### config.mk
export PLATFORM = sky130hd
export DESIGN_NAME = mbx_exec
export DESIGN_NICKNAME = d
export VERILOG_FILES = /design/src/rtl/mbx_pkg.sv /design/src/rtl/mbx_decode.sv /design/src/rtl/mbx_peek_guard.sv /design/src/rtl/mbx_regs.sv /design/src/rtl/mbx_exec.sv
export SDC_FILE = /design/constraint.sdc
export NUM_CORES = 1
export LEC_CHECK = 0
export BUFFER_PORTS_ARGS = -buffer_cell sky130_fd_sc_hd__buf_4
export CORE_ASPECT_RATIO = 1.75
export CORE_MARGIN = 1.5
export CORE_UTILIZATION = 45
export CTS_CLUSTER_DIAMETER = 200
export CTS_CLUSTER_SIZE = 8
export DETAILED_ROUTE_END_ITERATION = 7
export PLACE_DENSITY_LB_ADDON = 0.2
export SETUP_SLACK_MARGIN = 0.1
export SYNTH_ARGS = -nofsm -noshare
export SYNTH_HDL_FRONTEND = slang
export SYNTH_SLANG_ARGS = --single-unit
### constraint.sdc
create_clock -name clk_i -period 2.33 [get_ports clk_i]
set_clock_uncertainty 0.15 [all_clocks]
set_input_delay 0.1165 -clock clk_i [delete_from_list [all_inputs] [get_ports clk_i]]
set_output_delay 0.1165 -clock clk_i [all_outputs]
set_load 0.1 [all_outputs]
### src/rtl/mbx_pkg.sv
package mbx_pkg;
  localparam int REG_PROTO = 3;
  localparam int REG_NODE  = 6;
  localparam int REG_CRC   = 7;
  localparam int REG_OVF   = 8;
  localparam int REG_RETRY = 12;
  localparam int REG_CLEAR = 101;
  localparam int REG_NOP   = 111;
  localparam int REG_MASK  = 121;
  localparam int REG_PTR   = 123;
  localparam int REG_WIN   = 124;

  typedef enum logic [1:0] {
    ERR_NONE  = 2'd0,
    ERR_ADDR  = 2'd1,
    ERR_VALUE = 2'd2,
    ERR_RANGE = 2'd3
  } err_e;

  typedef enum logic [3:0] {
    ACT_NOP, ACT_PROTO, ACT_SET_RTY, ACT_CLEAR, ACT_SET_MASK, ACT_SET_PTR, ACT_POKE,
    ACT_RD_PROTO, ACT_RD_NODE, ACT_RD_CRC, ACT_RD_OVF, ACT_RD_RTY, ACT_RD_MASK,
    ACT_PEEK, ACT_BAD
  } act_e;

  typedef enum logic {ST_IDLE, ST_BUSY} st_e;
endpackage

### src/rtl/mbx_decode.sv
module mbx_decode
  import mbx_pkg::*;
#(
  parameter int CW = 8
) (
  input  logic [CW-1:0] op_i,
  output act_e          act_o,
  output err_e          bad_o
);
  localparam int RW = CW - 1;

  logic          is_wr;
  logic [RW-1:0] rn;

  assign is_wr = op_i[CW-1];
  assign rn    = op_i[RW-1:0];

  always_comb begin
    act_o = ACT_BAD;
    bad_o = is_wr ? ERR_ADDR : ERR_RANGE;
    if (is_wr) begin
      if      (rn == RW'(REG_PROTO)) act_o = ACT_PROTO;
      else if (rn == RW'(REG_RETRY)) act_o = ACT_SET_RTY;
      else if (rn == RW'(REG_CLEAR)) act_o = ACT_CLEAR;
      else if (rn == RW'(REG_NOP))   act_o = ACT_NOP;
      else if (rn == RW'(REG_MASK))  act_o = ACT_SET_MASK;
      else if (rn == RW'(REG_PTR))   act_o = ACT_SET_PTR;
      else if (rn == RW'(REG_WIN))   act_o = ACT_POKE;
    end else begin
      if      (rn == RW'(REG_PROTO)) act_o = ACT_RD_PROTO;
      else if (rn == RW'(REG_NODE))  act_o = ACT_RD_NODE;
      else if (rn == RW'(REG_CRC))   act_o = ACT_RD_CRC;
      else if (rn == RW'(REG_OVF))   act_o = ACT_RD_OVF;
      else if (rn == RW'(REG_RETRY)) act_o = ACT_RD_RTY;
      else if (rn == RW'(REG_MASK))  act_o = ACT_RD_MASK;
      else if (rn == RW'(REG_WIN))   act_o = ACT_PEEK;
    end
  end
endmodule

### src/rtl/mbx_peek_guard.sv
module mbx_peek_guard #(
  parameter int AW       = 8,
  parameter int SER_BASE = 'h10,
  parameter int SER_N    = 4,
  parameter int TMR_BASE = 'h20,
  parameter int TMR_N    = 4,
  parameter int SW_BASE  = 'h30,
  parameter int SW_N     = 2
) (
  input  logic [AW-1:0] addr_i,
  output logic          ok_o
);
  localparam int N = SER_N + TMR_N + SW_N;

  logic [N-1:0] hit;

  for (genvar i = 0; i < N; i++) begin : g_slot
    localparam int SLOT = (i < SER_N) ? SER_BASE + i :
                          (i < SER_N + TMR_N) ? TMR_BASE + i - SER_N :
                          SW_BASE + i - SER_N - TMR_N;
    assign hit[i] = (addr_i == AW'(SLOT));
  end

  assign ok_o = |hit;
endmodule

### src/rtl/mbx_regs.sv
module mbx_regs #(
  parameter int DW        = 8,
  parameter int RETRY_DEF = 20
) (
  input  logic          clk_i,
  input  logic          rst_ni,
  input  logic          we_mask_i,
  input  logic          we_rty_i,
  input  logic          we_ptr_i,
  input  logic [DW-1:0] wdata_i,
  output logic [DW-1:0] mask_o,
  output logic [DW-1:0] rty_o,
  output logic [DW-1:0] ptr_o
);
  always_ff @(posedge clk_i or negedge rst_ni) begin
    if (!rst_ni) begin
      mask_o <= '0;
      rty_o  <= DW'(RETRY_DEF);
      ptr_o  <= '0;
    end else begin
      if (we_mask_i) mask_o <= wdata_i;
      if (we_rty_i)  rty_o  <= wdata_i;
      if (we_ptr_i)  ptr_o  <= wdata_i;
    end
  end

  assert_single_write_R2: assert property (@(posedge clk_i) disable iff (!rst_ni)
    $countones({we_mask_i, we_rty_i, we_ptr_i}) <= 1);
endmodule

### src/rtl/mbx_exec.sv
module mbx_exec
  import mbx_pkg::*;
#(
  parameter int DW        = 8,
  parameter int PROTO_ID  = 3,
  parameter int RETRY_DEF = 20
) (
  input  logic          clk_i,
  input  logic          rst_ni,
  input  logic          cmd_wr_i,
  input  logic [DW-1:0] cmd_wdata_i,
  input  logic          data_wr_i,
  input  logic [DW-1:0] data_wdata_i,
  output logic [DW-1:0] cmd_o,
  output logic [DW-1:0] data_o,
  input  logic [DW-1:0] node_addr_i,
  input  logic [DW-1:0] crc_err_cnt_i,
  input  logic [DW-1:0] rx_ovf_cnt_i,
  input  logic [DW-1:0] tx_retry_cnt_i,
  output logic [DW-1:0] int_mask_o,
  output logic [DW-1:0] max_retry_o,
  output logic          clear_o,
  output logic          err_valid_o,
  output logic [1:0]    err_code_o,
  output logic          io_rd_o,
  output logic          io_wr_o,
  output logic [DW-1:0] io_addr_o,
  output logic [DW-1:0] io_wdata_o,
  input  logic [DW-1:0] io_rdata_i
);
  st_e           st_q;
  logic [DW-1:0] cmd_q, data_q, op_q, ptr;
  act_e          act;
  err_e          bad_err, err_d;
  logic          peek_ok, fin, accept, rd_hit, err_hit;
  logic [DW-1:0] rd_val;
  logic          err_v_q, clear_q;
  err_e          err_c_q;

  mbx_decode #(.CW(DW)) u_dec (.op_i(op_q), .act_o(act), .bad_o(bad_err));

  mbx_peek_guard #(.AW(DW)) u_guard (.addr_i(ptr), .ok_o(peek_ok));

  mbx_regs #(.DW(DW), .RETRY_DEF(RETRY_DEF)) u_regs (
    .clk_i    (clk_i),
    .rst_ni   (rst_ni),
    .we_mask_i(fin && act == ACT_SET_MASK),
    .we_rty_i (fin && act == ACT_SET_RTY),
    .we_ptr_i (fin && act == ACT_SET_PTR),
    .wdata_i  (data_q),
    .mask_o   (int_mask_o),
    .rty_o    (max_retry_o),
    .ptr_o    (ptr)
  );

  assign accept = (st_q == ST_IDLE) && (cmd_q != '0);
  assign fin    = (st_q == ST_BUSY);

  always_comb begin
    rd_val = '0;
    rd_hit = 1'b0;
    case (act)
      ACT_RD_PROTO: begin rd_val = DW'(PROTO_ID); rd_hit = 1'b1; end
      ACT_RD_NODE:  begin rd_val = node_addr_i;   rd_hit = 1'b1; end
      ACT_RD_CRC:   begin rd_val = crc_err_cnt_i; rd_hit = 1'b1; end
      ACT_RD_OVF:   begin rd_val = rx_ovf_cnt_i;  rd_hit = 1'b1; end
      ACT_RD_RTY:   begin rd_val = tx_retry_cnt_i; rd_hit = 1'b1; end
      ACT_RD_MASK:  begin rd_val = int_mask_o;    rd_hit = 1'b1; end
      ACT_PEEK:     begin rd_val = io_rdata_i;    rd_hit = peek_ok; end
      default: ;
    endcase
  end

  always_comb begin
    err_hit = 1'b0;
    err_d   = ERR_NONE;
    case (act)
      ACT_BAD:   begin err_hit = 1'b1; err_d = bad_err; end
      ACT_PROTO: if (data_q != DW'(PROTO_ID)) begin err_hit = 1'b1; err_d = ERR_VALUE; end
      ACT_PEEK:  if (!peek_ok) begin err_hit = 1'b1; err_d = ERR_ADDR; end
      default: ;
    endcase
  end

  always_ff @(posedge clk_i or negedge rst_ni) begin
    if (!rst_ni) begin
      st_q    <= ST_IDLE;
      cmd_q   <= '0;
      data_q  <= '0;
      op_q    <= '0;
      err_v_q <= 1'b0;
      err_c_q <= ERR_NONE;
      clear_q <= 1'b0;
    end else begin
      if (accept) begin
        st_q <= ST_BUSY;
        op_q <= cmd_q;
      end else if (fin) begin
        st_q <= ST_IDLE;
      end
      // host write to COMMAND beats the completion clear
      if (cmd_wr_i)  cmd_q <= cmd_wdata_i;
      else if (fin)  cmd_q <= '0;
      // status result beats a host DATA write
      if (fin && rd_hit) data_q <= rd_val;
      else if (data_wr_i) data_q <= data_wdata_i;
      err_v_q <= fin && err_hit;
      err_c_q <= (fin && err_hit) ? err_d : ERR_NONE;
      clear_q <= fin && act == ACT_CLEAR;
    end
  end

  assign cmd_o       = cmd_q;
  assign data_o      = data_q;
  assign err_valid_o = err_v_q;
  assign err_code_o  = err_c_q;
  assign clear_o     = clear_q;
  assign io_rd_o     = fin && act == ACT_PEEK && peek_ok;
  assign io_wr_o     = fin && act == ACT_POKE;
  assign io_addr_o   = ptr;
  assign io_wdata_o  = data_q;

  assert_busy_one_cycle_R1: assert property (@(posedge clk_i) disable iff (!rst_ni)
    st_q == ST_BUSY |=> st_q == ST_IDLE);
  assert_done_clears_R1: assert property (@(posedge clk_i) disable iff (!rst_ni)
    (st_q == ST_BUSY && !cmd_wr_i) |=> cmd_q == '0);
  assert_ctrl_keeps_data_R2: assert property (@(posedge clk_i) disable iff (!rst_ni)
    (st_q == ST_BUSY && op_q[DW-1] && !data_wr_i) |=> $stable(data_q));
  assert_value_err_src_R4: assert property (@(posedge clk_i) disable iff (!rst_ni)
    (err_valid_o && err_code_o == ERR_VALUE) |-> op_q == DW'(8'h83));
  assert_clear_pulse_R5: assert property (@(posedge clk_i) disable iff (!rst_ni)
    clear_o |=> !clear_o);
  assert_io_exclusive_R6: assert property (@(posedge clk_i) disable iff (!rst_ni)
    !(io_rd_o && io_wr_o));
  assert_peek_guarded_R7: assert property (@(posedge clk_i) disable iff (!rst_ni)
    io_rd_o |-> peek_ok);
  assert_err_pulse_R9: assert property (@(posedge clk_i) disable iff (!rst_ni)
    err_valid_o |=> !err_valid_o);
  assert_err_coded_R9: assert property (@(posedge clk_i) disable iff (!rst_ni)
    err_valid_o |-> err_code_o != ERR_NONE);
endmodule

; Yosys cells after proc, flatten, opt, wreduce, memory -nomap -nowiden
; Cells that the tools add are included.
[classes]
n_eq_ne = 35
muxes = 30
n_bitwise = 1
n_reduce_logical = 15
[op_table]
columns = cell, count
row1 = 4-bit 2-to-1 mux, 14
row2 = 8-bit one-hot mux with 7 select lines, 1
row3 = "8-bit by 6-bit == test with 1-bit output, second input constant", 6
row4 = "7-bit == test, second input constant", 5
row5 = "8-bit by 5-bit == test with 1-bit output, second input constant", 4
row6 = 8-bit 2-to-1 mux, 4
row7 = "4-bit == test, second input constant", 7
row8 = "4-bit by 3-bit == test with 1-bit output, second input constant", 4
row9 = "7-bit by 3-bit == test with 1-bit output, second input constant", 2
row10 = "7-bit by 4-bit == test with 1-bit output, second input constant", 2
row11 = 1-bit logical AND, 10
row12 = 10-bit OR reduction, 1
row13 = "4-bit by 2-bit == test with 1-bit output, second input constant", 2
row14 = 2-bit 2-to-1 mux, 4
row15 = "8-bit by 2-bit != test with 1-bit output, second input constant", 1
row16 = 8-bit nonzero test, 1
row17 = "7-bit by 2-bit == test with 1-bit output, second input constant", 1
row18 = 2-bit one-hot mux with 3 select lines, 1
row19 = 6-bit OR reduction, 1
row20 = "4-bit by 1-bit == test with 1-bit output, second input constant", 1
row21 = 1-bit 2-to-1 mux, 4
row22 = 2-bit nonzero test, 2
row23 = 1-bit one-hot mux with 3 select lines, 1
row24 = 1-bit one-hot mux with 2 select lines, 1
row25 = 1-bit NOT, 1
[word_totals]
register_bits = 53
input_bits = 60

; Logic depth before layout (Yosys ltp)
; Gate-level depths: netlist (run 1).
[depth]
depth_word = 14
mapped_depth = 9
depth_no_buf = 6

; Modules after synthesis
; A second synthesis (run 1) with hierarchy kept.
[unflattened]
cells_unflattened = 304
hier_area_um2 = 3166.8
[by_module_without_submodules]
columns = mod, instances, cells_per_inst, area_per_inst_um2
row1 = mbx_exec, 1, 205, 1858.0
row2 = mbx_regs, 1, 51, 997.2
row3 = mbx_decode, 1, 45, 284.0
row4 = mbx_peek_guard, 1, 3, 27.5

; Worst setup path after synthesis (run 1)
; No wires, ideal clock.
[synth_path]
path_kind = register -> output
from = reg op_q[4]
to = out io_wr_o
t_arrival_ns = 3.423
required_time_ns = 2.064
path_slack_ns = -1.359
path_stages_with_launch = 7
n_path_buf = 1
cell_sequence = dfrtp_1 > buf_6 > nor3_1 > nand4_1 > o211a_1 > a21o_1 > nor3_1
[synth_between]
elab_chain_cells = 11
word_cells_on_any_way = 27
[synth_rtl]
columns = item, line_no
row1 = "start, declared", mbx_exec.sv:32  ; logic [DW-1:0] cmd_q, data_q, op_q, ptr;
row2 = "start signal, assigned", mbx_exec.sv:97  ; op_q <= cmd_q;
row3 = 7-bit == test, "mbx_decode.sv:28, mbx_decode.sv:36"
row4 = 2-bit 2-to-1 mux / 4-bit 2-to-1 mux (equally long branches), "mbx_decode.sv:36, mbx_decode.sv:28"
row5 = "4-bit 2-to-1 mux, on equally long branches", "mbx_decode.sv:35, mbx_decode.sv:27"
row6 = "4-bit 2-to-1 mux, on equally long branches", "mbx_decode.sv:34, mbx_decode.sv:26"
row7 = "4-bit 2-to-1 mux, on equally long branches", "mbx_decode.sv:33, mbx_decode.sv:25"
row8 = "4-bit 2-to-1 mux, on equally long branches", "mbx_decode.sv:32, mbx_decode.sv:24"
row9 = "4-bit 2-to-1 mux, on equally long branches", "mbx_decode.sv:31, mbx_decode.sv:23"
row10 = "4-bit 2-to-1 mux, on equally long branches", "mbx_decode.sv:30, mbx_decode.sv:22"
row11 = 4-bit 2-to-1 mux (*), mbx_decode.sv:21  ; if (is_wr) begin
row12 = 4-bit by 3-bit == test with 1-bit output (*), mbx_exec.sv:119  ; assign io_wr_o = fin && act == ACT_POKE;
row13 = 1-bit logical AND (*), mbx_exec.sv:119
row14 = "end, declared", mbx_exec.sv:26  ; output logic io_wr_o,
; Every way passes the cells marked *; elsewhere a longest branch is shown, timed or not.

; Worst setup path in the final report (run 1)
[layout_path]
from = reg op_q[3]
to = reg data_q[4] (netlist: data_o[4])
[layout_between]
elab_chain_cells = 14
word_cells_on_any_way = 38
[layout_rtl]
columns = item, line_no
row1 = 7-bit == test, "mbx_decode.sv:28, mbx_decode.sv:36"
row2 = 2-bit 2-to-1 mux / 4-bit 2-to-1 mux (equally long branches), "mbx_decode.sv:36, mbx_decode.sv:28"
row3 = "4-bit 2-to-1 mux, on equally long branches", "mbx_decode.sv:35, mbx_decode.sv:27"
row4 = "4-bit 2-to-1 mux, on equally long branches", "mbx_decode.sv:34, mbx_decode.sv:26"
row5 = "4-bit 2-to-1 mux, on equally long branches", "mbx_decode.sv:33, mbx_decode.sv:25"
row6 = "4-bit 2-to-1 mux, on equally long branches", "mbx_decode.sv:32, mbx_decode.sv:24"
row7 = "4-bit 2-to-1 mux, on equally long branches", "mbx_decode.sv:31, mbx_decode.sv:23"
row8 = "4-bit 2-to-1 mux, on equally long branches", "mbx_decode.sv:30, mbx_decode.sv:22"
row9 = 4-bit 2-to-1 mux (*), mbx_decode.sv:21
row10 = 4-bit == test / 4-bit by 3-bit == test with 1-bit output (equally long branches), mbx_exec.sv:62  ; case (act)
row11 = 6-bit OR reduction (no source line), --
row12 = 1-bit one-hot mux with 2 select lines, mbx_exec.sv:62
row13 = 1-bit logical AND, mbx_exec.sv:105  ; if (fin && rd_hit) data_q <= rd_val;
row14 = 8-bit 2-to-1 mux / 2-bit nonzero test (equally long branches), --
row15 = "end signal, assigned", mbx_exec.sv:105
row16 = "end signal, assigned", mbx_exec.sv:106  ; else if (data_wr_i) data_q <= data_wdata_i;
row17 = "end, declared", mbx_exec.sv:32
; Marks and branches as above.
; A chain may end at the register's enable or synchronous reset.

==> out/qor.txt, run 1 <==
status: finished, violations left
failing checks: negative setup slack
Worst R2R Start: op_q[3]
minimum clock period after layout: 2.499 ns
Pre-antenna DRT Iters: 4
sw frac: 0.5463
Cell Count, Final, Fillers Out: 548
Worst Hold Path EP: data_o[3]
Psw: 0.003733 W
Synth cell types: 58
Slew @ Worst Pin: 0.6705 ns
drt drc: 0
reg2reg end: data_o[4]
Vias: 3161
synthesis-stage register bit count: 53
period utilization: 1.073
FMAX: 400.1 MHz
crit path launch type: flip-flop
fill count: 478
Post-DP HPWL: 7.331 mm
Core Rows: 40
Inst Count DP: 506
main flop type after synthesis: dfrtp_1
WHS: 0.01601 ns
Max VDD drop: 0.7835 mV
R2R setup slack: -0.17 ns
CTS clock-pin slew for the worst setup and hold paths: 0.07 ns
fin util: 0.7487
vias in the first global route: 3423
most common cell after layout, fill and taps aside: buf_4
RSZ-0062 raised after global routing: true
Remaining Overflow, GRT: 0
Hold Crit Class: primary input to flip-flop
Leak: 2.392 nW
arrival time at the worst endpoint: 2.52 ns
CTS max path bufs: 2
Die W: 65.89 µm
WP data required: 2.35 ns
Pwr per Cell Area: 1351 nW/µm²
clk sink count: 53
hold path depth: 3
Post-DRT Antenna Nets: 0
WS Path Type: flip-flop to flip-flop
crit path cell chain: nand4_1 -> o41a_1 -> o22a_2 -> buf_8 -> a2111oi_4 -> a21o_1 -> buf_6 -> a31oi_2
gpl congestion: 0.9168
Synth Instances: 287
Slowest cell on crit path: dfrtp_1
cell internal pwr: 0.003100 W
first-pass GRT wire length: 16.57 mm
combinational power share: 0.656
Ant. Diodes: 0
Clock Power Share: 0.108
Final Net Count: 523
total power: 0.006833 W
final-report hold violation count: 0
post-synthesis sequential area ratio: 0.4267
Pins Over Slew Limit: 0
IO Port Bufs: 113
Final WS setup: -0.1693 ns
Worst Setup End Kind: flip-flop
most frequent cells in the layout: buf_4, dfrtp_1, mux2_2
cts bufs inserted: 5
io pins: 114
Final Setup Violations: 33
Area after DPL: 4309 µm²
CTS tree: done
routed wire length: 10.60 mm
pin count of the biggest net entering global routing: 54
P&R area growth vs syn: 62.43%
Starting Density: 0.4609
mapped cell area: 3114 µm²
core area: 6756 µm²
design area: 5059 µm²
Worst Path Max Fanout: 8
Max-slew headroom: 0.5530
EDFF count, synth: 0
DR vias/cell: 5.768
GRT Total Usage: 0.2957
Mapped Avg Cell Area: 10.85 µm²
initial antenna violation count: 0
Clk Latency, worst-skew pair: 0.30 ns
die height: 113.1 µm
YS warnings: 0
die area: 7448 µm²
Avg WL per Cell: 19.34 µm
sequential share of power: 0.235
HP Start: io_rdata_i[3]
Worst R2R Path Depth: 8
Syn Nets: 347
max_cap viols: 0
DRT iter0 DRCs: 203
Async SR Flop Fraction: 1.000
Root Driver: clkbuf_16
highest cell delay on the worst timing path: 0.42 ns
share of cells above drive strength 1: 0.5905
htree depth: 2
==> repair_timing <==
| action | CTS | global route |
|---|---|---|
| hold buffers | 22 | 0 |
| pin swaps | 24 | 3 |
| endpoints found under the hold margin | 59 | 0 |
| gates resized for setup | 57 | 15 |
| endpoints found under the setup margin | 36 | 37 |
| buffers inserted | 13 | 0 |
==> cell usage after synthesis, types with 2 or more instances <==
master / n / area (µm²)
mux2_2: 40 / 450.4
o211a_1: 2 / 20.02
buf_6: 3 / 33.78
a211o_1: 2 / 17.52
nand3_1: 5 / 25.02
a211oi_1: 8 / 60.06
a21boi_0: 3 / 22.52
nand4_1: 7 / 43.79
o21ai_0: 11 / 55.05
dfstp_2: 2 / 52.55
nor2_1: 5 / 18.77
a31oi_1: 8 / 50.05
a21o_1: 4 / 30.03
a32oi_1: 8 / 70.07
buf_4: 10 / 75.07
inv_1: 3 / 11.26
nand2_1: 28 / 105.1
buf_1: 2 / 7.510
nor3_1: 4 / 20.02
a22oi_1: 7 / 52.55
mux2_4: 8 / 120.1
nand2b_1: 11 / 68.82
nand3b_1: 2 / 15.01
and3_1: 3 / 18.77
clkbuf_1: 6 / 22.52
buf_2: 5 / 25.02
or3_1: 2 / 12.51
nor4_1: 4 / 25.02
o22a_1: 2 / 17.52
nor2b_1: 4 / 25.02
dfrtp_1: 51 / 1276
==> registers in the layout, indices dropped and copies added, names as in the netlist <==
register	cells
cmd_o	8
data_o	8
op_q	8
u_regs.mask_o	8
u_regs.ptr_o	8
u_regs.rty_o	8
err_code_o	2
clear_o	1
err_valid_o	1
fin	1
==> power groups by stage <==
stage | logic [W] | clock network (W) | registers [W]
after global placement | 0.00392 | 0 | 0.00157
after detailed placement | 0.00395 | 0 | 0.00158
after floorplan | 0.00176 | 0 | 0.00276
final | 0.00448 | 0.000741 | 0.00161
after global routing | 0.00467 | 0.000787 | 0.00165
after CTS | 0.00437 | 0.000747 | 0.00158
==> per-stage QoR <==
stage               setup WS [ns]  setup TNS, ns
floorplan                 -0.1470         -3.430
global placement          -0.1488         -2.944
detailed placement        -0.1625         -3.658
CTS                       -0.1353         -2.681
global route              -0.2673         -6.911
finish                    -0.1693         -4.202
==> kinds of logic (layout without fill, tap and decap cells) <==
kind of cell	count (synthesis)	after routing	share of synthesized area
xor gates and xnor gates	2	2	0.005626
AOI/OAI and AO/OA	69	69	0.1768
and+or+nand+nor	86	86	0.1515
DFF	53	53	0.4267
muxes	48	48	0.1832
buffers and inverters	29	206	0.05624
==> layer usage <==
| metal | global-route usage | wire length (µm) |
|---|---|---|
| met1 | 0.2817 | 3355 |
| met2 | 0.5710 | 6274 |
| met3 | 0.04076 | 479 |
| met4 | 0.1694 | 487 |
| met5 | 0 | 0 |
==> worst max-delay path by stage <==
stage | startpoint | endpoint | slack [ns] | cells after the start
finish | op_q[3] | data_o[4] | -0.17 | 8
global placement | op_q[0] | u_regs.ptr_o[1] | -0.15 | 7
CTS | op_q[5] | io_wr_o | -0.14 | 8
floorplan | op_q[5] | u_regs.rty_o[0] | -0.15 | 6
global route | op_q[3] | data_o[6] | -0.27 | 8
detailed placement | op_q[6] | u_regs.ptr_o[4] | -0.16 | 7
==> worst max-delay path: cells and delay by family, from the launching register on <==
| family | cells | cell delay [ns] |
|---|---|---|
| AOI/OAI and AO/OA | 5 | 1.26 |
| DFF | 1 | 0.42 |
| buffers and inverters | 2 | 0.31 |
| and+or+nand+nor | 1 | 0.24 |
==> cell type report <==
cell class | instances | area [µm²] | area share
clock buffer | 6 | 128.9 | 0.02548
tap | 84 | 105.1 | 0.02078
multi-input combinational | 205 | 1849 | 0.3656
clock inverter | 2 | 13.76 | 0.002721
sequential | 53 | 1338 | 0.2644
inverter | 3 | 11.26 | 0.002226
timing repair buffer | 195 | 1613 | 0.3188
No activity file was read; power rests on OpenSTA's default activity.
==> run 2: changes to the inputs <==
- REMOVE_ABC_BUFFERS: not set -> 1
==> run 2 against run 1 <==
- the run ends with negative hold slack, negative setup slack left
- global-route usage fell by 1.8 points
- sequential cell count did not move
- total power fell by 3.7%
- first-iteration DRC count fell by 33%
- maximum frequency fell by 1.5%
- combinational power fell by 6.9%
- utilization fell by 2.6 points
- critical path depth fell by 1
- worst hold slack got worse by 0.016 ns
- cell area fell by 3.5%
- critical endpoint is now io_wr_o
==> out/qor.txt, run 2 (synthesis gave the netlist of run 1 again) <==
core area: 6756 µm² (unchanged)
Slew @ Worst Pin: 0.6693 ns (-0.001186 ns)
CTS clock-pin slew for the worst setup and hold paths: 0.06 ns (about the same)
most frequent cells in the layout: buf_4, dfrtp_1, mux2_2
fin util: 0.7228 (-0.02593)
most common cell after layout, fill and taps aside: buf_4
Post-DRT Antenna Nets: 0 (unchanged)
routed wire length: 9.800 mm (-7.5%)
WHS: -0.0002064 ns (-0.01622 ns)
HP Start: io_rdata_i[0]
Cell Count, Final, Fillers Out: 540 (-1.5%)
die area: 7448 µm² (unchanged)
Critical Path Source: op_q[5]
gpl congestion: 0.9245 (+0.84%)
CTS tree: done
Vias: 3057 (-3.3%)
Clk Latency, worst-skew pair: 0.30 ns (about the same)
initial antenna violation count: 0 (unchanged)
Inst Count DP: 506 (unchanged)
DR vias/cell: 5.661 (-1.9%)
Max-slew headroom: 0.5538 (+0.0007900)
arrival time at the worst endpoint: 2.27 ns (-0.25 ns)
WS Path Type: flip-flop to primary output
die height: 113.1 µm (unchanged)
period utilization: 1.089 (+0.01631)
Leak: 2.333 nW (-2.5%)
Final Setup Violations: 34 (+3.0%)
Post-DP HPWL: 7.299 mm (-0.44%)
Remaining Overflow, GRT: 0 (unchanged)
Worst Setup End Kind: primary output
minimum clock period after layout: 2.537 ns (+0.03800 ns)
final-report hold violation count: 1 (+1)
Starting Density: 0.4609 (unchanged)
pin count of the biggest net entering global routing: 54 (unchanged)
first-pass GRT wire length: 15.60 mm (-5.9%)
vias in the first global route: 3236 (-5.5%)
io pins: 114 (unchanged)
P&R area growth vs syn: 56.81%
GRT Total Usage: 0.2774 (-0.01822)
Ant. Diodes: 0 (unchanged)
RSZ-0062 raised after global routing: true
cts bufs inserted: 5 (unchanged)
fill count: 525 (+9.8%)
Worst R2R Start: op_q[5]
register area: 1335 µm² (-0.19%)
Max VDD drop: 0.6889 mV (-12%)
WP data required: 2.06 ns (-0.29 ns)
drt drc: 0 (unchanged)
htree depth: 2 (unchanged)
share of cells above drive strength 1: 0.5526 (-0.03789)
FMAX: 394.1 MHz (-1.5%)
Root Driver: clkbuf_16
DRT iter0 DRCs: 137 (-33%)
max_cap viols: 0 (unchanged)
Avg WL per Cell: 18.15 µm (-6.2%)
failing checks: negative hold slack, negative setup slack
status: finished, violations left
crit path launch type: flip-flop
Final Net Count: 515 (-1.5%)
Core Rows: 40 (unchanged)
Final WS setup: -0.2073 ns (-0.03800 ns)
clk sink count: 53 (unchanged)
Die W: 65.89 µm (unchanged)
CTS max path bufs: 2 (unchanged)
Pre-antenna DRT Iters: 4 (unchanged)
Pwr per Cell Area: 1348 nW/µm² (-0.24%)
Worst Path Max Fanout: 6 (-2)
Multi-input gate area: 1743 µm² (-5.8%)
Pins Over Slew Limit: 0 (unchanged)
IO Port Bufs: 113 (unchanged)
Hold Crit Class: primary input to flip-flop
==> run 2: per-layer routing <==
metal | track usage | part of all wire | vias to the layer above
li1 | - | - | 1407
met1 | 0.2524 | 0.32 | 1504
met2 | 0.5562 | 0.59 | 118
met3 | 0.04473 | 0.046 | 28
met4 | 0.1333 | 0.038 | 0
met5 | 0 | 0 | -
==> run 2: final cells by class <==
cell class                      instances  share of cell area
Clock buffer                            7             0.02921
Clock inverter                          1            0.006149
Tap cell                               84             0.02152
Multi-Input combinational cell        205              0.3569
Inverter                                3            0.002306
Timing Repair Buffer                  187              0.3105
Sequential cell                        53              0.2734
==> run 2: path summary, 6_finish.rpt <==
check / endpoint / slack [ns] / depth (start not counted)
max in group asynchronous: op_q[2] / 1.30 / 2
min reg2reg: u_regs.rty_o[6] / 0.36 / 1
min: data_o[0] / -0.0002 / 3
min in group asynchronous: u_regs.rty_o[7] / 0.24 / 2
max reg2reg: u_regs.mask_o[1] / -0.20 / 7
max: io_wr_o / -0.21 / 7
==> run 2: stage by stage <==
stage	cell area [µm²]	total power [W]	TNS, ns	worst slack [ns]
2_1_floorplan	2950	0.004251	-7.861	-1.399
3_3_place_gp	4264	0.005433	-5.372	-0.2634
3_5_place_dp	4264	0.005488	-6.456	-0.2948
4_1_cts	4833	0.006524	-4.762	-0.2341
5_1_grt	4883	0.006867	-7.334	-0.2456
6_report	4883	0.006581	-4.215	-0.2073
==> run 2: timing repair <==
| item | in CTS | in global routing |
|---|---|---|
| resized for setup | 35 | 13 |
| pin swaps | 8 | 6 |
| gates cloned | 0 | 0 |
| endpoints found under the hold margin | 60 | 0 |
| hold buffers | 23 | 0 |
| setup buffers | 2 | 1 |
| endpoints found under the setup margin | 36 | 37 |
==> run 2: where the power goes <==
group          switching [W]  internal [W]
clock network       0.000327      0.000537
registers           0.000347       0.00120
logic                0.00288       0.00129
==> run 2: critical path, stage by stage (launching register included) <==
cell	delay [ns]
dfrtp_2	0.45
or4b_4	0.54
o22a_1	0.19
o311ai_2	0.27
a21o_1	0.20
buf_6	0.12
nor3_4	0.04
buf_12	0.16
==> run 3: changes to the inputs <==
- RECOVER_POWER: not set -> 25
==> run 3 against run 2 <==
- the run still ends with negative hold slack, negative setup slack left
- global-route usage did not move
- utilization hardly changed
- worst setup slack unchanged
- clock power about the same
- via count did not move
- register-to-register slack about the same
- total power barely moved
- count of clock-buffer cells in the layout did not move
- critical endpoint unchanged
- largest power group unchanged
- highest routed layer unchanged
==> out/qor.txt, run 3 (synthesis gave the netlist of run 1 again) <==
Root Driver: clkbuf_16
Max-slew headroom: 0.1293 (-0.4245)
vias in the first global route: 3236 (unchanged)
share of cells above drive strength 1: 0.5526 (unchanged)
grt met1 use: 0.2524 (unchanged)
arrival time at the worst endpoint: 2.27 ns (about the same)
Avg WL per Cell: 18.14 µm (about the same)
Pre-antenna DRT Iters: 4 (unchanged)
Pins Over Slew Limit: 0 (unchanged)
GRT Total Usage: 0.2774 (unchanged)
Inst Count DP: 506 (unchanged)
period utilization: 1.089 (unchanged)
most frequent cells in the layout: buf_4, dfrtp_1, mux2_2
Starting Density: 0.4609 (unchanged)
met3 Use GR: 0.04473 (unchanged)
minimum clock period after layout: 2.537 ns (unchanged)
Core Rows: 40 (unchanged)
failing checks: negative hold slack, negative setup slack
io pins: 114 (unchanged)
RSZ-0062 raised after global routing: true
most common cell after layout, fill and taps aside: buf_4
core area: 6756 µm² (unchanged)
Ant. Diodes: 0 (unchanged)
register area: 1335 µm² (unchanged)
status: finished, violations left
Hold Crit Class: primary input to flip-flop
GRT Max-Usage Layer: met2
Worst Setup End Kind: primary output
CTS clock-pin slew for the worst setup and hold paths: 0.06 ns (about the same)
CTS max path bufs: 2 (unchanged)
gpl congestion: 0.9245 (unchanged)
Final Setup Violations: 34 (unchanged)
fill count: 525 (unchanged)
drt drc: 0 (unchanged)
Remaining Overflow, GRT: 0 (unchanged)
FMAX: 394.1 MHz (unchanged)
clk sink count: 53 (unchanged)
Leak: 2.332 nW (about the same)
htree depth: 2 (unchanged)
initial antenna violation count: 0 (unchanged)
cts bufs inserted: 5 (unchanged)
IO Port Bufs: 113 (unchanged)
Clk Latency, worst-skew pair: 0.30 ns (about the same)
Vias: 3057 (unchanged)
Post-DRT Antenna Nets: 0 (unchanged)
Worst Path Max Fanout: 6 (unchanged)
WS Path Type: flip-flop to primary output
setup tns final: -4.215 ns (-0.0007200 ns)
Final Net Count: 515 (unchanged)
WP data required: 2.06 ns (about the same)
max_cap viols: 0 (unchanged)
die height: 113.1 µm (unchanged)
Die W: 65.89 µm (unchanged)
DR vias/cell: 5.661 (unchanged)
crit path launch type: flip-flop
Slew @ Worst Pin: 1.306 ns (+0.6368 ns)
DRT iter0 DRCs: 137 (unchanged)
P&R area growth vs syn: 56.73% (about the same)
final-report hold violation count: 1 (unchanged)
die area: 7448 µm² (unchanged)
WHS: -0.0002064 ns (unchanged)
total power: 0.006580 W (about the same)
Max VDD drop: 0.6888 mV (about the same)
Pwr per Cell Area: 1348 nW/µm² (about the same)
met2 Usage GRT: 0.5562 (unchanged)
Multi-input gate area: 1743 µm² (unchanged)
Cell Count, Final, Fillers Out: 540 (unchanged)
CTS tree: done
Final WS setup: -0.2073 ns (unchanged)
Post-DP HPWL: 7.299 mm (unchanged)
first-pass GRT wire length: 15.60 mm (unchanged)
pin count of the biggest net entering global routing: 54 (unchanged)
routed wire length: 9.798 mm (about the same)
-- run 3: power by group --
part           leakage [nW]  switching, W  internal (W)
Clock                0.0841      0.000327      0.000537
Combinational          1.57       0.00288       0.00128
Sequential            0.678      0.000347       0.00120
-- run 3: per-layer routing --
metal  up-vias  routed length (µm)
met5         -                   0
met4         0                 372
met2       118                5813
li1       1407                   -
met1      1504                3165
met3        28                 446
-- run 3: final timing paths --
| kind | start | to | slack (ns) | cells past startpoint |
|---|---|---|---|---|
| max | op_q[5] | io_wr_o | -0.21 | 7 |
| min | io_rdata_i[0] | data_o[0] | -0.0002 | 3 |
| max reg2reg | op_q[5] | u_regs.mask_o[1] | -0.20 | 7 |
| min reg2reg | u_regs.rty_o[6] | u_regs.rty_o[6] | 0.36 | 1 |
| max in group asynchronous | rst_ni | op_q[2] | 0.66 | 2 |
| min in group asynchronous | rst_ni | u_regs.rty_o[7] | 0.49 | 2 |
-- run 3: layout make-up --
cell class | instances | share of cell area
flip-flops and latches | 53 | 0.2735
clock buffers | 7 | 0.02922
repair buffers | 187 | 0.3102
multi-input cells | 205 | 0.3571
inverters | 3 | 0.002307
well taps | 84 | 0.02153
clock inverters | 1 | 0.006152
-- run 3: worst max-delay path, cell delays in order (launching register included) --
cell      delay [ns]
dfrtp_2         0.45
or4b_4          0.54
o22a_1          0.19
o311ai_2        0.27
a21o_1          0.20
buf_6           0.12
nor3_4          0.04
buf_12          0.16
-- run 3: through the flow --
stage | hold slack, ns | utilization | cell area, µm² | worst slack [ns]
3_3_place_gp | 0.04125 | 0.6311 | 4264 | -0.2634
2_1_floorplan | -0.3291 | - | 2950 | -1.399
3_5_place_dp | 0.04760 | 0.6311 | 4264 | -0.2948
4_1_cts | 0.001717 | 0.7154 | 4833 | -0.2341
5_1_grt | 0.01418 | 0.7224 | 4881 | -0.2456
6_report | -0.0002064 | 0.7224 | 4881 | -0.2073
-- run 3: what timing repair did --
item	in CTS	in global routing
setup buffers	2	1
endpoints found under the setup margin	36	37
hold buffers	23	0
endpoints found under the hold margin	60	0
gates resized for setup	35	13
pin swaps	8	6
